===== config.mk =====
export PLATFORM = sky130hd
export DESIGN_NAME = uart_rx_err_fifo
export DESIGN_NICKNAME = d
export VERILOG_FILES = /design/src/rtl/rxf_pkg.sv /design/src/rtl/rxf_store.sv /design/src/rtl/rxf_tag_cnt.sv /design/src/rtl/uart_rx_err_fifo.sv
export SDC_FILE = /design/constraint.sdc
export NUM_CORES = 1
export LEC_CHECK = 0
export ABC_AREA = 1
export CAP_MARGIN = 20
export CORE_ASPECT_RATIO = 0.9
export CORE_MARGIN = 2
export CORE_UTILIZATION = 29
export CTS_CLUSTER_DIAMETER = 80
export DETAILED_ROUTE_END_ITERATION = 12
export DONT_BUFFER_PORTS = 1
export SYNTH_ARGS = -nofsm -noshare
export SYNTH_HDL_FRONTEND = slang
export SYNTH_SLANG_ARGS = --single-unit

===== constraint.sdc =====
create_clock -name clk_i -period 4.05 [get_ports clk_i]
set_input_delay 0.2025 -clock clk_i [delete_from_list [all_inputs] [get_ports clk_i]]
set_output_delay 0.2025 -clock clk_i [all_outputs]
set_load 0.01 [all_outputs]

===== src/rtl/rxf_pkg.sv =====
package rxf_pkg;
  parameter int unsigned DATA_W = 8;

  typedef struct packed {
    logic              brk;
    logic              ferr;
    logic              perr;
    logic [DATA_W-1:0] data;
  } rxf_entry_t;

  function automatic logic is_tagged(rxf_entry_t e);
    return e.brk | e.ferr | e.perr;
  endfunction
endpackage


===== src/rtl/rxf_store.sv =====
module rxf_store
  import rxf_pkg::*;
#(
  parameter int unsigned DEPTH = 16,
  localparam int unsigned PTR_W = (DEPTH > 1) ? $clog2(DEPTH) : 1,
  localparam int unsigned CNT_W = $clog2(DEPTH + 1)
) (
  input  logic             clk_i,
  input  logic             rst_ni,
  input  logic             flush_i,
  input  logic             limit_one_i,
  input  logic             push_i,
  input  logic             pop_i,
  input  rxf_entry_t       wdata_i,
  output rxf_entry_t       head_o,
  output logic [CNT_W-1:0] count_o,
  output logic             push_ok_o,
  output logic             pop_ok_o,
  output logic             drop_o
);
  rxf_entry_t       mem_q [DEPTH];
  logic [PTR_W-1:0] wr_ptr_q, rd_ptr_q;
  logic [CNT_W-1:0] count_q;
  logic             full, empty;

  function automatic logic [PTR_W-1:0] ptr_inc(logic [PTR_W-1:0] p);
    return (p == PTR_W'(DEPTH - 1)) ? '0 : p + 1'b1;
  endfunction

  assign empty     = (count_q == '0);
  assign full      = limit_one_i ? !empty : (count_q == CNT_W'(DEPTH));
  assign pop_ok_o  = pop_i & !empty & !flush_i;
  assign push_ok_o = push_i & !flush_i & (!full | pop_ok_o);
  assign drop_o    = push_i & !flush_i & !push_ok_o;

  always_ff @(posedge clk_i) begin
    if (push_ok_o) mem_q[wr_ptr_q] <= wdata_i;
  end

  always_ff @(posedge clk_i or negedge rst_ni) begin
    if (!rst_ni) begin
      wr_ptr_q <= '0;
      rd_ptr_q <= '0;
      count_q  <= '0;
    end else if (flush_i) begin
      wr_ptr_q <= '0;
      rd_ptr_q <= '0;
      count_q  <= '0;
    end else begin
      if (push_ok_o) wr_ptr_q <= ptr_inc(wr_ptr_q);
      if (pop_ok_o)  rd_ptr_q <= ptr_inc(rd_ptr_q);
      case ({push_ok_o, pop_ok_o})
        2'b10:   count_q <= count_q + 1'b1;
        2'b01:   count_q <= count_q - 1'b1;
        default: count_q <= count_q;
      endcase
    end
  end

  assign head_o  = empty ? '0 : mem_q[rd_ptr_q];
  assign count_o = count_q;
endmodule


===== src/rtl/rxf_tag_cnt.sv =====
module rxf_tag_cnt #(
  parameter int unsigned CNT_W = 5
) (
  input  logic             clk_i,
  input  logic             rst_ni,
  input  logic             flush_i,
  input  logic             inc_i,
  input  logic             dec_i,
  output logic [CNT_W-1:0] cnt_o
);
  logic [CNT_W-1:0] cnt_q;

  always_ff @(posedge clk_i or negedge rst_ni) begin
    if (!rst_ni)      cnt_q <= '0;
    else if (flush_i) cnt_q <= '0;
    else begin
      case ({inc_i, dec_i})
        2'b10:   cnt_q <= cnt_q + 1'b1;
        2'b01:   cnt_q <= cnt_q - 1'b1;
        default: cnt_q <= cnt_q;
      endcase
    end
  end

  assign cnt_o = cnt_q;
endmodule


===== src/rtl/uart_rx_err_fifo.sv =====
module uart_rx_err_fifo
  import rxf_pkg::*;
#(
  parameter int unsigned DEPTH = 16,
  localparam int unsigned CNT_W = $clog2(DEPTH + 1)
) (
  input  logic              clk_i,
  input  logic              rst_ni,
  input  logic              fifo_en_i,
  input  logic              wr_valid_i,
  input  logic [DATA_W-1:0] wr_data_i,
  input  logic              wr_perr_i,
  input  logic              wr_ferr_i,
  input  logic              brk_i,
  input  logic              rd_i,
  input  logic              lsr_rd_i,
  output logic [DATA_W-1:0] rx_data_o,
  output logic              rx_ready_o,
  output logic              fifo_err_o,
  output logic              perr_o,
  output logic              ferr_o,
  output logic              brk_o,
  output logic              overrun_o,
  output logic              rls_irq_o
);
  logic             fifo_en_q, brk_q, ack_q, ovr_q;
  logic             flush, brk_rise, push, push_ok, pop_ok, drop;
  logic [CNT_W-1:0] count, tag_cnt;
  rxf_entry_t       wentry, head;

  assign flush    = fifo_en_i ^ fifo_en_q;
  assign brk_rise = brk_i & ~brk_q;
  assign push     = wr_valid_i | brk_rise;

  // break edge wins over a simultaneous character
  always_comb begin
    if (brk_rise) begin
      wentry = '0;
      wentry.brk = 1'b1;
    end else begin
      wentry.brk  = 1'b0;
      wentry.ferr = wr_ferr_i;
      wentry.perr = wr_perr_i;
      wentry.data = wr_data_i;
    end
  end

  rxf_store #(.DEPTH(DEPTH)) i_store (
    .clk_i      (clk_i),
    .rst_ni     (rst_ni),
    .flush_i    (flush),
    .limit_one_i(~fifo_en_q),
    .push_i     (push),
    .pop_i      (rd_i),
    .wdata_i    (wentry),
    .head_o     (head),
    .count_o    (count),
    .push_ok_o  (push_ok),
    .pop_ok_o   (pop_ok),
    .drop_o     (drop)
  );

  rxf_tag_cnt #(.CNT_W(CNT_W)) i_tag_cnt (
    .clk_i  (clk_i),
    .rst_ni (rst_ni),
    .flush_i(flush),
    .inc_i  (push_ok & is_tagged(wentry)),
    .dec_i  (pop_ok & is_tagged(head)),
    .cnt_o  (tag_cnt)
  );

  always_ff @(posedge clk_i or negedge rst_ni) begin
    if (!rst_ni) begin
      fifo_en_q <= 1'b0;
      brk_q     <= 1'b0;
      ack_q     <= 1'b0;
      ovr_q     <= 1'b0;
    end else begin
      fifo_en_q <= fifo_en_i;
      brk_q     <= brk_i;
      // head flags are acknowledged until the head changes
      if (flush || pop_ok)          ack_q <= 1'b0;
      else if (lsr_rd_i && rx_ready_o) ack_q <= 1'b1;
      if (drop)          ovr_q <= 1'b1;
      else if (lsr_rd_i) ovr_q <= 1'b0;
    end
  end

  assign rx_ready_o = (count != '0);
  assign rx_data_o  = head.data;
  assign perr_o     = rx_ready_o & head.perr & ~ack_q;
  assign ferr_o     = rx_ready_o & head.ferr & ~ack_q;
  assign brk_o      = rx_ready_o & head.brk & ~ack_q;
  assign overrun_o  = ovr_q;
  assign fifo_err_o = fifo_en_i & fifo_en_q & (tag_cnt != '0);
  assign rls_irq_o  = perr_o | ferr_o | brk_o | overrun_o;
endmodule


==> results.cfg, run 1 <==
[synthesis]
ys_ff_latch = 198
synthCells = 713
synth_nets = 744
synth-warning-count = 0
synth-edff-count = 176
syn_avg_cell_area_sq_um = 11.9
syn_area_sq_um = 8500
synth_ff_type = edfxtp_1
synth_async_sr_flop_share_pct = 11.1
synth-seq-area-share_pct = 68.7
synth_cell_types = 35

[final_layout]
drive_above_1_share_pct = 10.8
areaGrowthSynthToFinish_pct = 14.3
regArea_sq_um = 5840
nFillCells = 2832
stdcell_count = 1144
antenna_cells = 0
nets = 767
multiInputGateArea_sq_um = 2330

[min_path]
min_path_cells = 3
whs_endpoint = ack_q
worstHoldStart = rd_i
min_path_type = input port to flip-flop

[timing]
slew-limit-headroom_pct = 27.7
drv_slew = 0
rsz0062_at_grt = no
finalCritPeriodShare_pct = 81.2
fin_tns_setup_ns = 0
final_hold_viol_count = 0
worst_slew_pin_slew_ns = 1.08
fin_ws_ns = 0.761
fin_skew_ns = 0.00921
max_freq_ghz = 0.304
setup_viol_count_final = 0
finalCriticalPeriod_ns = 3.29

[clocking]
cts_max_level = 4
cts_root_buffer = clkbuf_16
cts_tree = done
cts.sinks = 198
cts_buffers = 17
insertion_delay_ns = 0.43
clk_pin_slew_ns = 0.07
cts_setup_buffers = 0
cts_hold_buf = 5
cts_resized = 0
cts_buffer_depth = 2

[place]
pre_cts_ws_ns = 0.786
gp_congestion = 0.822
dp.cells = 1103
hpwl_um = 12100
io_buffers = 0

[detailed_routing]
vias_per_cell = 4.68
drc_errors = 0
drt_wl_total_um = 19500
wire_per_inst_um = 17.1
firstDrtPassIters = 5
antenna_left = 0
vias = 5358
drtIter0Drc = 603

[setup_path]
worstSetupPathType = flip-flop to output pin
crit_buf_inv = 2
timing.rr.end = i_tag_cnt.cnt_o[4]
critical_path.max_fanout = 16
worstPathRequired_ns = 3.85
crit_top_cell = inv_1
reg2regPathDepth = 16
path_cells = inv_1, nor2_2, inv_1, o221ai_1, a21oi_1, a211oi_1
ff2ff_setup_slack_ns = 0.79
cp_data_arrival_time_ns = 3.09
end_kind = output pin
cp_slowest_cell = a211oi_1
critPathMaxStageDelay_ns = 0.58
r2r_start = fifo_en_q
start_kind = flip-flop
critical_path.top_delay_family = compound AO/OA/AOI/OAI gates

[global_route]
antenna_found_initial = 0
grt_usage_pct = 13.1
grt_pass1_vias = 5131
grt_pass1_wl_um = 30400
grt_overflow = 0
grt_max_degree = 62

[floorplan]
coreArea_sq_um = 28900
die_x_um = 184
initial_core_util_pct = 29.4
die_y_um = 166
io_pins = 32
fp-row-count = 59
dieArea_sq_um = 30700

[pwr]
pwr-share-clk_pct = 29.8
peakVddDrop_v = 0.000297
power_frac_seq_pct = 42.5
cellInternalPower_mw = 3.79
p_comb_share_pct = 27.7
p_per_area_nw_per_um2 = 588
swShare_pct = 33.6
p_leak_nw = 3.52
p_switching_mw = 1.92

[job]
cap_violations = 0

[run_status]
status = finished, final reports clean
[cell type report]
class                           count  area share [%]
Tap cell                          396            5.10
Multi-Input combinational cell    440            24.0
Timing Repair Buffer               36            3.09
Clock inverter                     12            1.56
Clock buffer                       19            4.46
Inverter                           43            1.66
Sequential cell                   198            60.1
[metrics by stage]
stage | power (mW) | util [%] | instance area [sq um] | hold slack (ns)
6_report | 5.71 | 33.6 | 9710 | 0.0384
4_1_cts | 5.75 | 33.5 | 9660 | 0.0280
3_5_place_dp | 4.04 | 31.3 | 9020 | -0.0927
3_3_place_gp | 4.03 | 31.2 | 9010 | -0.0926
2_1_floorplan | 3.64 | - | 8500 | -0.0931
5_1_grt | 6.03 | 33.6 | 9710 | 0.0543
[synth_stat cells, types with 3 or more instances]
library cell  number  share of area (%)
xor2_1             5               0.52
o21ai_1            8               0.47
o32ai_1            3               0.31
nand2_4            3               0.40
edfxtp_1         176                 62
nand3_1           35                2.1
ha_1              12                1.8
clkbuf_1          13               0.57
o21ai_0           40                2.4
a211oi_1           8               0.71
inv_2              6               0.27
a21oi_1           36                2.1
nor3_1            10               0.59
mux2i_1           16                1.9
buf_4              3               0.27
buf_2             12               0.71
buf_6              3               0.40
nor2_1            81                3.6
o22ai_1           18                1.3
o221ai_1           8               0.82
xnor2_1            3               0.31
nand2_1          138                6.1
inv_1             37                1.6
dfrtp_1           22                6.5
nand2_2            3               0.22
[power by group through the flow]
stage / Clock [mW] / Sequential [mW] / Combinational (mW)
after floorplan: 0 / 2.45 / 1.19
after global placement: 0 / 2.47 / 1.57
after detailed placement: 0 / 2.47 / 1.57
after CTS: 1.72 / 2.43 / 1.60
after global routing: 1.82 / 2.44 / 1.77
final: 1.70 / 2.43 / 1.58
[per-layer routing]
layer / share of wire (%) / track usage, % / wire (um) / vias up
met5: 0 / 0 / 0 / -
met4: 2.0 / 5.15 / 397 / 0
met3: 5.4 / 2.94 / 1060 / 27
met2: 47 / 20.6 / 9210 / 138
met1: 45 / 17.5 / 8850 / 2626
li1: - / - / - / 2567
[kinds of logic (layout without fill, tap and decap cells)]
family | count (synthesis) | after routing | share of synthesized area [%]
adder cells (fa/ha/maj) | 14 | 14 | 2.24
AND/OR/NAND/NOR | 279 | 279 | 14.2
buffers and inverters | 75 | 110 | 3.89
AO/OA/AOI/OAI | 123 | 123 | 8.32
multiplexers | 16 | 16 | 1.89
XOR/XNOR | 8 | 8 | 0.825
flip-flops | 198 | 198 | 68.7
[tightest hold or removal path, delay by kind of cell]
family | cells | cell delay (ns)
simple gates | 3 | 0.24
[cells in the final DEF, fill, tap and decap left out, types with 17 or more instances in the layout]
| cell type | count |
|---|---|
| edfxtp_1 | 176 |
| nand2_1 | 138 |
| nor2_1 | 80 |
| o21ai_0 | 40 |
| inv_1 | 37 |
| a21oi_1 | 36 |
| nand3_1 | 35 |
| buf_4 | 28 |
| dfrtp_1 | 21 |
| o22ai_1 | 18 |
| clkbuf_16 | 17 |
[state kept, by name, summed over array words and instances, names as in the netlist]
| signal | count |
|---|---|
| i_store.mem_q | 176 |
| overrun_o | 1 |
| i_tag_cnt.cnt_o | 5 |
| fifo_en_q | 1 |
| i_store.count_o | 5 |
| ack_q | 1 |
| i_store.rd_ptr_q | 4 |
| brk_q | 1 |
| i_store.wr_ptr_q | 4 |
[how the worst max path moves through the flow]
stage	from	end	slack (ns)	depth (start not counted)
after floorplan	fifo_en_q	i_tag_cnt.cnt_o[4]	1.45	18
after global placement	fifo_en_q	i_tag_cnt.cnt_o[4]	0.93	17
after detailed placement	fifo_en_q	i_tag_cnt.cnt_o[4]	0.79	17
after CTS	i_store.rd_ptr_q[2]	rx_data_o[6]	0.73	6
after global routing	fifo_en_q	i_tag_cnt.cnt_o[4]	0.46	16
final	i_store.rd_ptr_q[2]	rx_data_o[3]	0.76	6
No activity file was read; power rests on OpenSTA's default activity.
==> run 2, diff against run 1 <==
==> constraint.sdc (replaced) <==
create_clock -name clk_i -period 3.2 [get_ports clk_i]
set_input_delay 0.16 -clock clk_i [delete_from_list [all_inputs] [get_ports clk_i]]
set_output_delay 0.16 -clock clk_i [all_outputs]
set_load 0.01 [all_outputs]
==> run 2 against run 1 <==
Net effect:
- worst hold slack got worse by 0.019 ns
- register-to-register slack lost 0.46 ns
- sequential power up 27%
- critical endpoint unchanged
- non-clock buffer count up 13
- critical path depth unchanged
- clock power rose by 27%
- power increased by 29%
- clock-buffer cell count up 1
- combinational power increased by 37%
==> results.cfg, run 2 (synthesized netlist as in run 1, its figures left out) <==
[global_route]
antenna_found_initial = 0
grt_overflow = 0
grt_usage_pct = 13.4
grt_max_degree = 90
grt_pass1_wl_um = 30600
grt_pass1_vias = 5183

[clocking]
cts_resized = 0
cts_buffer_depth = 2
cts_buffers = 17
insertion_delay_ns = 0.44
cts_max_level = 4
cts_hold_buf = 5
cts_root_buffer = clkbuf_16
cts.sinks = 198
cts_setup_buffers = 0
cts_tree = done
clk_pin_slew_ns = 0.07

[detailed_routing]
wire_per_inst_um = 17.2
vias_per_cell = 4.69
drtIter0Drc = 511
firstDrtPassIters = 5
drt_wl_total_um = 19900
vias = 5432
antenna_left = 0
drc_errors = 0

[timing]
rsz0062_at_grt = no
fin_tns_setup_ns = 0
worst_slew_pin_slew_ns = 1.02
setup_viol_count_final = 0
drv_slew = 0
slew-limit-headroom_pct = 31.9
final_hold_viol_count = 0
fin_skew_ns = 0.00884
finalCritPeriodShare_pct = 91.1
finalCriticalPeriod_ns = 2.92
fin_ws_ns = 0.284
whs_ns = 0.0190
max_freq_ghz = 0.343

[floorplan]
initial_core_util_pct = 29.4
fp-row-count = 59
die_x_um = 184
coreArea_sq_um = 28900
dieArea_sq_um = 30700
io_pins = 32
die_y_um = 166

[setup_path]
ff2ff_setup_slack_ns = 0.33
start_kind = flip-flop
end_kind = output pin
path_cells = nor2_2, inv_1, o221ai_1, a21oi_1, a211oi_1, buf_4
worstSetupStartpoint = i_store.rd_ptr_q[1]
cp_slowest_cell = dfrtp_1
cp_data_arrival_time_ns = 2.76
r2r_start = fifo_en_q
critical_path.max_fanout = 16
worstPathRequired_ns = 3.04
worstSetupPathType = flip-flop to output pin
critPathMaxStageDelay_ns = 0.53

[pwr]
p_switching_mw = 2.45
peakVddDrop_v = 0.000367
total_power_mw = 7.40
cellInternalPower_mw = 4.95
power_frac_seq_pct = 41.6
p_per_area_nw_per_um2 = 754
pwr-share-clk_pct = 29.2
p_comb_share_pct = 29.2
p_leak_nw = 3.58
swShare_pct = 33.1

[final_layout]
drive_above_1_share_pct = 11.9
final_cell_mix = edfxtp_1 (176), nand2_1 (138), nor2_1 (80), buf_4 (41), o21ai_0 (40)
final_common_cell = edfxtp_1
largest_reg_flops = 176
areaGrowthSynthToFinish_pct = 15.5
regArea_sq_um = 5840
antenna_cells = 0
nFillCells = 2848
nets = 780
multiInputGateArea_sq_um = 2330
regMostFlops = i_store.mem_q

[job]
cap_violations = 0

[place]
io_buffers = 0
hpwl_um = 12100
gp_congestion = 0.782
pre_cts_ws_ns = 0.334

[min_path]
worstHoldStart = wr_data_i[2]
min_path_type = input port to flip-flop

[run_status]
status = finished, final reports clean
-- run 2: worst paths after layout --
kind / cells after the start / end
max in group asynchronous: 2 / i_tag_cnt.cnt_o[0]
min reg2reg: 1 / i_store.wr_ptr_q[2]
min: 2 / i_store.mem_q[6][2]
max: 6 / rx_data_o[3]
min in group asynchronous: 1 / i_store.count_o[0]
max reg2reg: 17 / i_tag_cnt.cnt_o[4]
-- run 2: power groups by stage --
| stage | clock network (mW) | registers (mW) | logic (mW) |
|---|---|---|---|
| 3_5_place_dp | 0 | 3.14 | 2.16 |
| 2_1_floorplan | 0 | 3.10 | 1.50 |
| 4_1_cts | 2.19 | 3.08 | 2.18 |
| 5_1_grt | 2.29 | 3.09 | 2.42 |
| 6_report | 2.16 | 3.08 | 2.16 |
| 3_3_place_gp | 0 | 3.13 | 2.14 |
-- run 2: per-stage QoR --
stage          std cells  instance area [sq um]  util [%]
2_1_floorplan        713                   8500         -
3_3_place_gp        1117                   9140      31.7
3_5_place_dp        1117                   9140      31.7
4_1_cts             1154                   9770      33.9
6_report            1158                   9810      34.0
5_1_grt             1158                   9810      34.0
-- run 2: area by class of cell --
type,count,share of cell area (%)
inverter,43,1.64
tap,396,5.05
sequential,198,59.5
clock inverter,12,1.52
clock buffer,20,4.45
timing repair buffer,49,4.11
multi-input combinational,440,23.8
-- run 2: critical path: cells and delay by family, from the launching register on --
| family | cells | cell delay [ns] |
|---|---|---|
| simple gates | 1 | 0.34 |
| compound gates | 3 | 0.81 |
| flops | 1 | 0.53 |
| buf+inv | 2 | 0.63 |
-- run 2: routing by layer --
metal,vias to the layer above,GRT usage [%],wire (um)
li1,2598,-,-
met1,2668,17.9,8760
met2,141,21.9,9850
met3,25,2.68,1010
met4,0,3.93,265
met5,-,0,0
